[src/rtl/nibble_alu_pkg.sv]
package nibble_alu_pkg;

    localparam int SLICE_W = 4;
    localparam int SEL_W   = 4;

    typedef logic [SEL_W-1:0] sel_t;

    typedef enum logic {
        MODE_ARITH = 1'b0,
        MODE_LOGIC = 1'b1
    } mode_e;

    // Named select codes
    localparam sel_t SEL_PASS = 4'b0000;
    localparam sel_t SEL_NOR  = 4'b0001;
    localparam sel_t SEL_NAND = 4'b0100;
    localparam sel_t SEL_SUB  = 4'b0110;
    localparam sel_t SEL_XOR  = 4'b0110;
    localparam sel_t SEL_ADD  = 4'b1001;
    localparam sel_t SEL_AND  = 4'b1011;
    localparam sel_t SEL_OR   = 4'b1110;
    localparam sel_t SEL_DEC  = 4'b1111;

    // Per-bit terms: propagate, generate and half-sum
    typedef struct packed {
        logic prop;
        logic gen;
        logic half;
    } cell_t;

    function automatic cell_t cell_eval(input logic a, input logic b, input sel_t s);
        cell_t c;
        c.prop = a | (b & s[0]) | (~b & s[1]);
        c.gen  = (a & b & s[3]) | (a & ~b & s[2]);
        c.half = c.prop & ~c.gen;
        return c;
    endfunction

    function automatic logic chain_next(input cell_t c, input logic cin);
        return c.gen | (c.prop & cin);
    endfunction

endpackage

[src/rtl/nibble_alu_cells.sv]
module nibble_alu_cells
    import nibble_alu_pkg::*;
#(
    parameter int WIDTH = SLICE_W
) (
    input  logic [WIDTH-1:0]        a_i,
    input  logic [WIDTH-1:0]        b_i,
    input  sel_t                    sel_i,
    output cell_t [WIDTH-1:0]       cells_o
);
    for (genvar i = 0; i < WIDTH; i++) begin : g_bit
        assign cells_o[i] = cell_eval(a_i[i], b_i[i], sel_i);
    end
endmodule

[src/rtl/nibble_alu_carry.sv]
module nibble_alu_carry
    import nibble_alu_pkg::*;
#(
    parameter int WIDTH = SLICE_W
) (
    input  cell_t [WIDTH-1:0]  cells_i,
    input  logic               cin_i,       // active high
    output logic [WIDTH-1:0]   carry_in_o,  // carry into each bit
    output logic               cout_o,      // active high
    output logic               grp_gen_o,
    output logic               grp_prop_o
);
    logic [WIDTH:0] chain;

    always_comb begin
        chain[0] = cin_i;
        for (int i = 0; i < WIDTH; i++) begin
            chain[i+1] = chain_next(cells_i[i], chain[i]);
        end
    end

    always_comb begin
        logic gg;
        logic gp;
        gg = 1'b0;
        gp = 1'b1;
        for (int i = 0; i < WIDTH; i++) begin
            gg = cells_i[i].gen | (cells_i[i].prop & gg);
            gp = gp & cells_i[i].prop;
        end
        grp_gen_o  = gg;
        grp_prop_o = gp;
    end

    assign carry_in_o = chain[WIDTH-1:0];
    assign cout_o     = chain[WIDTH];
endmodule

[src/rtl/nibble_alu_result.sv]
module nibble_alu_result
    import nibble_alu_pkg::*;
#(
    parameter int WIDTH = SLICE_W
) (
    input  cell_t [WIDTH-1:0]  cells_i,
    input  logic [WIDTH-1:0]   carry_in_i,
    input  mode_e              mode_i,
    output logic [WIDTH-1:0]   f_o,
    output logic               all_ones_o
);
    for (genvar i = 0; i < WIDTH; i++) begin : g_res
        always_comb begin
            if (mode_i == MODE_LOGIC) begin
                f_o[i] = ~cells_i[i].half;
            end else begin
                f_o[i] = cells_i[i].half ^ carry_in_i[i];
            end
        end
    end

    assign all_ones_o = &f_o;
endmodule

[src/rtl/nibble_alu.sv]
module nibble_alu
    import nibble_alu_pkg::*;
#(
    parameter int WIDTH = SLICE_W
) (
    input  logic [WIDTH-1:0] a_i,
    input  logic [WIDTH-1:0] b_i,
    input  logic [SEL_W-1:0] sel_i,
    input  logic             mode_i,
    input  logic             carry_n_i,
    output logic [WIDTH-1:0] f_o,
    output logic             all_ones_o,
    output logic             carry_n_o,
    output logic             gen_n_o,
    output logic             prop_n_o
);
    cell_t [WIDTH-1:0] cells;
    logic  [WIDTH-1:0] bit_carry;
    logic              cout;
    logic              grp_gen;
    logic              grp_prop;
    mode_e             mode;

    assign mode = mode_e'(mode_i);

    nibble_alu_cells #(.WIDTH(WIDTH)) cells_i (
        .a_i     (a_i),
        .b_i     (b_i),
        .sel_i   (sel_t'(sel_i)),
        .cells_o (cells)
    );

    nibble_alu_carry #(.WIDTH(WIDTH)) carry_i (
        .cells_i    (cells),
        .cin_i      (~carry_n_i),
        .carry_in_o (bit_carry),
        .cout_o     (cout),
        .grp_gen_o  (grp_gen),
        .grp_prop_o (grp_prop)
    );

    nibble_alu_result #(.WIDTH(WIDTH)) result_i (
        .cells_i    (cells),
        .carry_in_i (bit_carry),
        .mode_i     (mode),
        .f_o        (f_o),
        .all_ones_o (all_ones_o)
    );

    assign carry_n_o = ~cout;
    assign gen_n_o   = ~grp_gen;
    assign prop_n_o  = ~grp_prop;
endmodule

[config.mk]
export PLATFORM = sky130hd
export DESIGN_NAME = nibble_alu
export DESIGN_NICKNAME = d
export VERILOG_FILES = /design/src/rtl/nibble_alu_pkg.sv /design/src/rtl/nibble_alu_cells.sv /design/src/rtl/nibble_alu_carry.sv /design/src/rtl/nibble_alu_result.sv /design/src/rtl/nibble_alu.sv
export SDC_FILE = /design/constraint.sdc
export NUM_CORES = 1
export LEC_CHECK = 0
export BUFFER_PORTS_ARGS = -buffer_cell sky130_fd_sc_hd__buf_2
export CORE_AREA = 2 2 39 41
export DETAILED_ROUTE_END_ITERATION = 10
export DIE_AREA = 0 0 41 43
export GPL_ROUTABILITY_DRIVEN = 0
export PLACE_DENSITY = 0.62
export SETUP_SLACK_MARGIN = 0.05
export SLEW_MARGIN = 15
export SYNTH_ARGS = -nofsm -noshare
export SYNTH_HDL_FRONTEND = slang
export SYNTH_SLANG_ARGS = --single-unit
[constraint.sdc]
create_clock -name vclk -period 2.2
set_clock_uncertainty 0.2 [all_clocks]
set_input_delay 0.44 -clock vclk [all_inputs]
set_output_delay 0.44 -clock vclk [all_outputs]
set_load 0.03 [all_outputs]
**Yosys cells after proc, flatten, opt, wreduce, memory -nomap -nowiden**

Index checks and enable logic that the tools add are counted.

- Register bits: 0
- Input bits: 14
- Output and inout port bits: 8
- Logic and storage cells: 82

- Multiplexer cells: 4
- Bitwise gates (word level): 77
- Reduce and logical (&&, ||, !) cells: 1

Operator list:

| operator | number |
|---|---|
| AND 1 bit | 38 |
| OR 1 bit | 19 |
| inverter 1 bit | 16 |
| 2-to-1 mux 1 bit | 4 |
| AND reduction 4 bit | 1 |
| XOR 1 bit | 4 |

**Depth between registers and ports, before layout**

- Word-level depth: 12
- Mapped depth: 5
- Mapped depth without buffers: 5

**Cells and area by module**

From an unflattened synthesis, not the netlist that was laid out.

- Cell total of the unflattened synthesis: 47
- Area total of the unflattened synthesis: 377.9 um2

By module, submodules not included:

| module | times used | cells each | area an instance (um2) | seq. area each (um2) |
|---|---|---|---|---|
| nibble_alu_cells | 1 | 22 | 237.7 | 0.0 |
| nibble_alu_carry | 1 | 12 | 66.3 | 0.0 |
| nibble_alu_result | 1 | 9 | 58.8 | 0.0 |
| nibble_alu | 1 | 4 | 15.0 | 0.0 |

**Worst setup path before layout**

Ideal clock, no wire load.

- Kind: input to output
- Start point: input b_i[1]
- End point: output all_ones_o
- Arrival time: 2.726 ns
- Required time: 1.560 ns
- Setup slack: -1.166 ns
- Stages on the path: 5
- Path buffers: 0
- Cells stage by stage: mux2_1 o211ai_1 o211ai_1 xor2_1 nor4b_1

- Elaborated cells between the ends (all ways): 24
- Classes of those cells: 3 x mux; 20 x bitwise; 1 x reduce/logical

RTL lines:

| element | RTL line | RTL |
|---|---|---|
| start: declaration | nibble_alu.sv:7 | `input logic [WIDTH-1:0] b_i,` |
| AND 1 bit or inverter 1 bit (tied branches) | nibble_alu_pkg.sv:33, nibble_alu_pkg.sv:34 |  |
| OR 1 bit, or another cell as far along | nibble_alu_pkg.sv:33 | `c.prop = a \| (b & s[0]) \| (~b & s[1]);` |
| OR 1 bit or AND 1 bit (tied branches) | nibble_alu_pkg.sv:33, nibble_alu_pkg.sv:34 |  |
| AND 1 bit or OR 1 bit (tied branches) | nibble_alu_pkg.sv:40, nibble_alu_pkg.sv:34 |  |
| OR 1 bit * | nibble_alu_pkg.sv:40 | `return c.gen \| (c.prop & cin);` |
| XOR 1 bit * | nibble_alu_result.sv:17 | `f_o[i] = cells_i[i].half ^ carry_in_i[i];` |
| 2-to-1 mux 1 bit * | nibble_alu_result.sv:14 | `if (mode_i == MODE_LOGIC) begin` |
| net f_o[2] | nibble_alu.sv:11 | `output logic [WIDTH-1:0] f_o,` |
| AND reduction 4 bit * | nibble_alu_result.sv:22 | `assign all_ones_o = &f_o;` |
| end: declaration | nibble_alu.sv:12 | `output logic all_ones_o,` |

The timed path passes the listed nets; every way through them passes the cells marked *.

**Worst setup path in the final report**

- Start point: input b_i[0]
- End point: output all_ones_o

- Longest elaborated chain between the ends: 12
- Elaborated cells between the ends (all ways): 28
- Classes of those cells: 4 x mux; 23 x bitwise; 1 x reduce/logical

Ends and longest elaborated chain:

| element | RTL line |
|---|---|
| AND 1 bit or inverter 1 bit (tied branches) | nibble_alu_pkg.sv:33, nibble_alu_pkg.sv:34 |
| OR 1 bit, or another cell as far along | nibble_alu_pkg.sv:33 |
| OR 1 bit or AND 1 bit (tied branches) | nibble_alu_pkg.sv:33, nibble_alu_pkg.sv:34 |
| AND 1 bit or OR 1 bit (tied branches) | nibble_alu_pkg.sv:40, nibble_alu_pkg.sv:34 |
| OR 1 bit | nibble_alu_pkg.sv:40 |
| AND 1 bit | nibble_alu_pkg.sv:40 |
| OR 1 bit | nibble_alu_pkg.sv:40 |
| AND 1 bit | nibble_alu_pkg.sv:40 |
| OR 1 bit | nibble_alu_pkg.sv:40 |
| XOR 1 bit | nibble_alu_result.sv:17 |
| 2-to-1 mux 1 bit | nibble_alu_result.sv:14 |
| AND reduction 4 bit * | nibble_alu_result.sv:22 |

Every way passes the cells marked *; elsewhere a longest branch is shown, timed or not.

==> out/results.ini <==
[worst_setup_path]
slowest_delay_ps=310
crit_fanout=3
worstPathArrival_ps=1900
crit_type=input port to output port
crit_chain=buf_8, mux2_4, buf_6, o211ai_1, o211ai_1, xor2_2, nor4b_4, buf_6
required_ps=1560
cp-end-kind=output port
crit_slowest_cell=mux2_4
startpoint_type=input port

[final_layout]
nFillCells=133
drive_gt1_share_pct=72.3
fin_util_pct=55.2
finish.instance_area_um2=764
area_growth_pct=132
antenna_cells=0
regArea_um2=0
nClkBuffers=0
final_nets=99
nFlopsAndLatches=0

[timing]
min_period_ps=2540
grt_setup_unrepaired=true
worst_pin_slew_ps=485
finalCritPeriodShare_pct=116
fmax_mhz=393
slew_headroom_pct=67.6
setup_viol=6
hold_viol_final=0
drv_slew=0
whs_ps=1230
setup_ws_ps=-342

[power_and_ir_drop]
vdd_drop_max_mv=0.139
leakagePower_nw=0.348
power_density_nw_per_um2=323
total_power_mw=0.247

[placement]
hpwl_um=928
placed_area_um2=633
pre_cts_slack_ps=-459
io_buffers=22

[route]
drtAntennaViolNets=0
drc_errors=0
drt_first_pass_iters=1
vias=503
drtIter0Drc=0
viasPerCell=5.08
wl_per_cell_um=11.7
routed_wl_mm=1.16

[synth]
syn_nets=57
synth_cells=43
synth_area_um2=329
synth_top_family_by_area=compound AO/OA/AOI/OAI gates
synth_compound_area_share_pct=38.0
ys.warnings.count=0
synthMuxAreaShare_pct=27.4
ys_top_cells_by_area=mux2_2, mux2i_1, and2_1
synth_xor_xnor_area_share_pct=5.32
netlist.area_leader.share_pct=10.3
yosys.area.top_type=mux2_2
yosysUniqueCellTypes=23
synth_fa_ha_area_share_pct=0
synth_common_cells=and2_1, nor2b_1
ys_seq_area_share_pct=0
avgSynthCellArea_um2=7.65
yosys.area_share.simple_pct=29.3

[floorplanning]
rows=14
die_h_um=43
die-area_um2=1760
die_w_um=41
start_util_pct=23.8
io_pins=22
core_area_um2=1380

[min_path]
hp-class=input port to output port

[global_route]
grt_max_degree=6
grt_pass1_wl_mm=1.79
grt_overflow=0
grt_pass1_vias=462
grt_use_total_pct=13.6
antenna_found_initial=0

[run_status]
status=finished with violations
violations=negative setup slack

[run]
cap_violations=0

[clock_network]
hold_buffers=0

[repair_timing]
action / CTS / global route
setup endpoints to repair: 8 / 8
hold endpoints to repair: 0 / 0
resized for setup: 28 / 7
buffers inserted: 3 / 0
pin swaps: 8 / 6
[path summary, 6_finish.rpt]
kind	depth (start not counted)	startpoint	end
setup / recovery	8	b_i[0]	all_ones_o
hold / removal	4	carry_n_i	f_o[0]
[layout by cell type (no fill, tap or decap)]
cell	Yosys	final
buf_8	0	1
a211oi_2	0	1
nor2_4	0	1
a21oi_4	0	1
a211o_1	2	2
xnor2_2	0	1
buf_4	0	15
nor4b_4	0	1
mux2i_1	3	2
buf_2	0	12
nand2_1	3	2
mux2_2	3	1
a2111oi_2	0	1
a311oi_2	0	1
and2_4	0	1
nor2_1	2	1
o311a_1	1	1
or3_4	0	1
buf_6	0	12
o211ai_1	3	3
a21oi_1	3	1
nor2b_1	4	4
mux2i_2	0	1
nor2_2	1	1
xor2_2	0	1
o21ai_0	3	2
nand3_1	1	1
a21oi_2	0	1
mux2_4	1	4
o21ai_1	0	1
o21bai_4	1	1
nand2_2	0	1
and2_1	4	3
[worst max-delay path, delay by kind of cell]
family	cells	cell delay, ps
AOI/OAI and AO/OA	2	270
muxes	1	310
xor gates and xnor gates	1	230
buffers and inverters	3	400
and+or+nand+nor	1	240
[power breakdown]
part           internal, mW  total (mW)  switching [mW]
registers                 0           0               0
clock network             0           0               0
logic                 0.126       0.247           0.121
total                 0.126       0.247           0.121
[metal layers]
metal | share of wire (%) | wire length (µm) | track usage [%] | vias up
li1 | - | - | - | 250
met1 | 38 | 437 | 16.2 | 236
met2 | 56 | 650 | 26.6 | 13
met3 | 3.8 | 44 | 0 | 4
met4 | 2.5 | 29 | 0 | 0
met5 | 0 | 0 | 0 | -
[cell type report]
class	count	area (µm²)	share of cell area, %
Multi-Input combinational cell	43	422	55.2
Timing Repair Buffer	40	323	42.2
Tap cell	16	20.0	2.62
[cell families after synthesis]
family	after synthesis
compound gates	16
xor+xnor	2
mux	8
simple gates	17
[stage by stage]
stage | instances | TNS (ps)
after floorplan | 43 | -457
after CTS | 100 | -1150
final | 99 | -984
after global placement | 98 | -1810
after detailed placement | 98 | -1880
after global routing | 99 | -1330
Power figures use the tool's default switching activity.
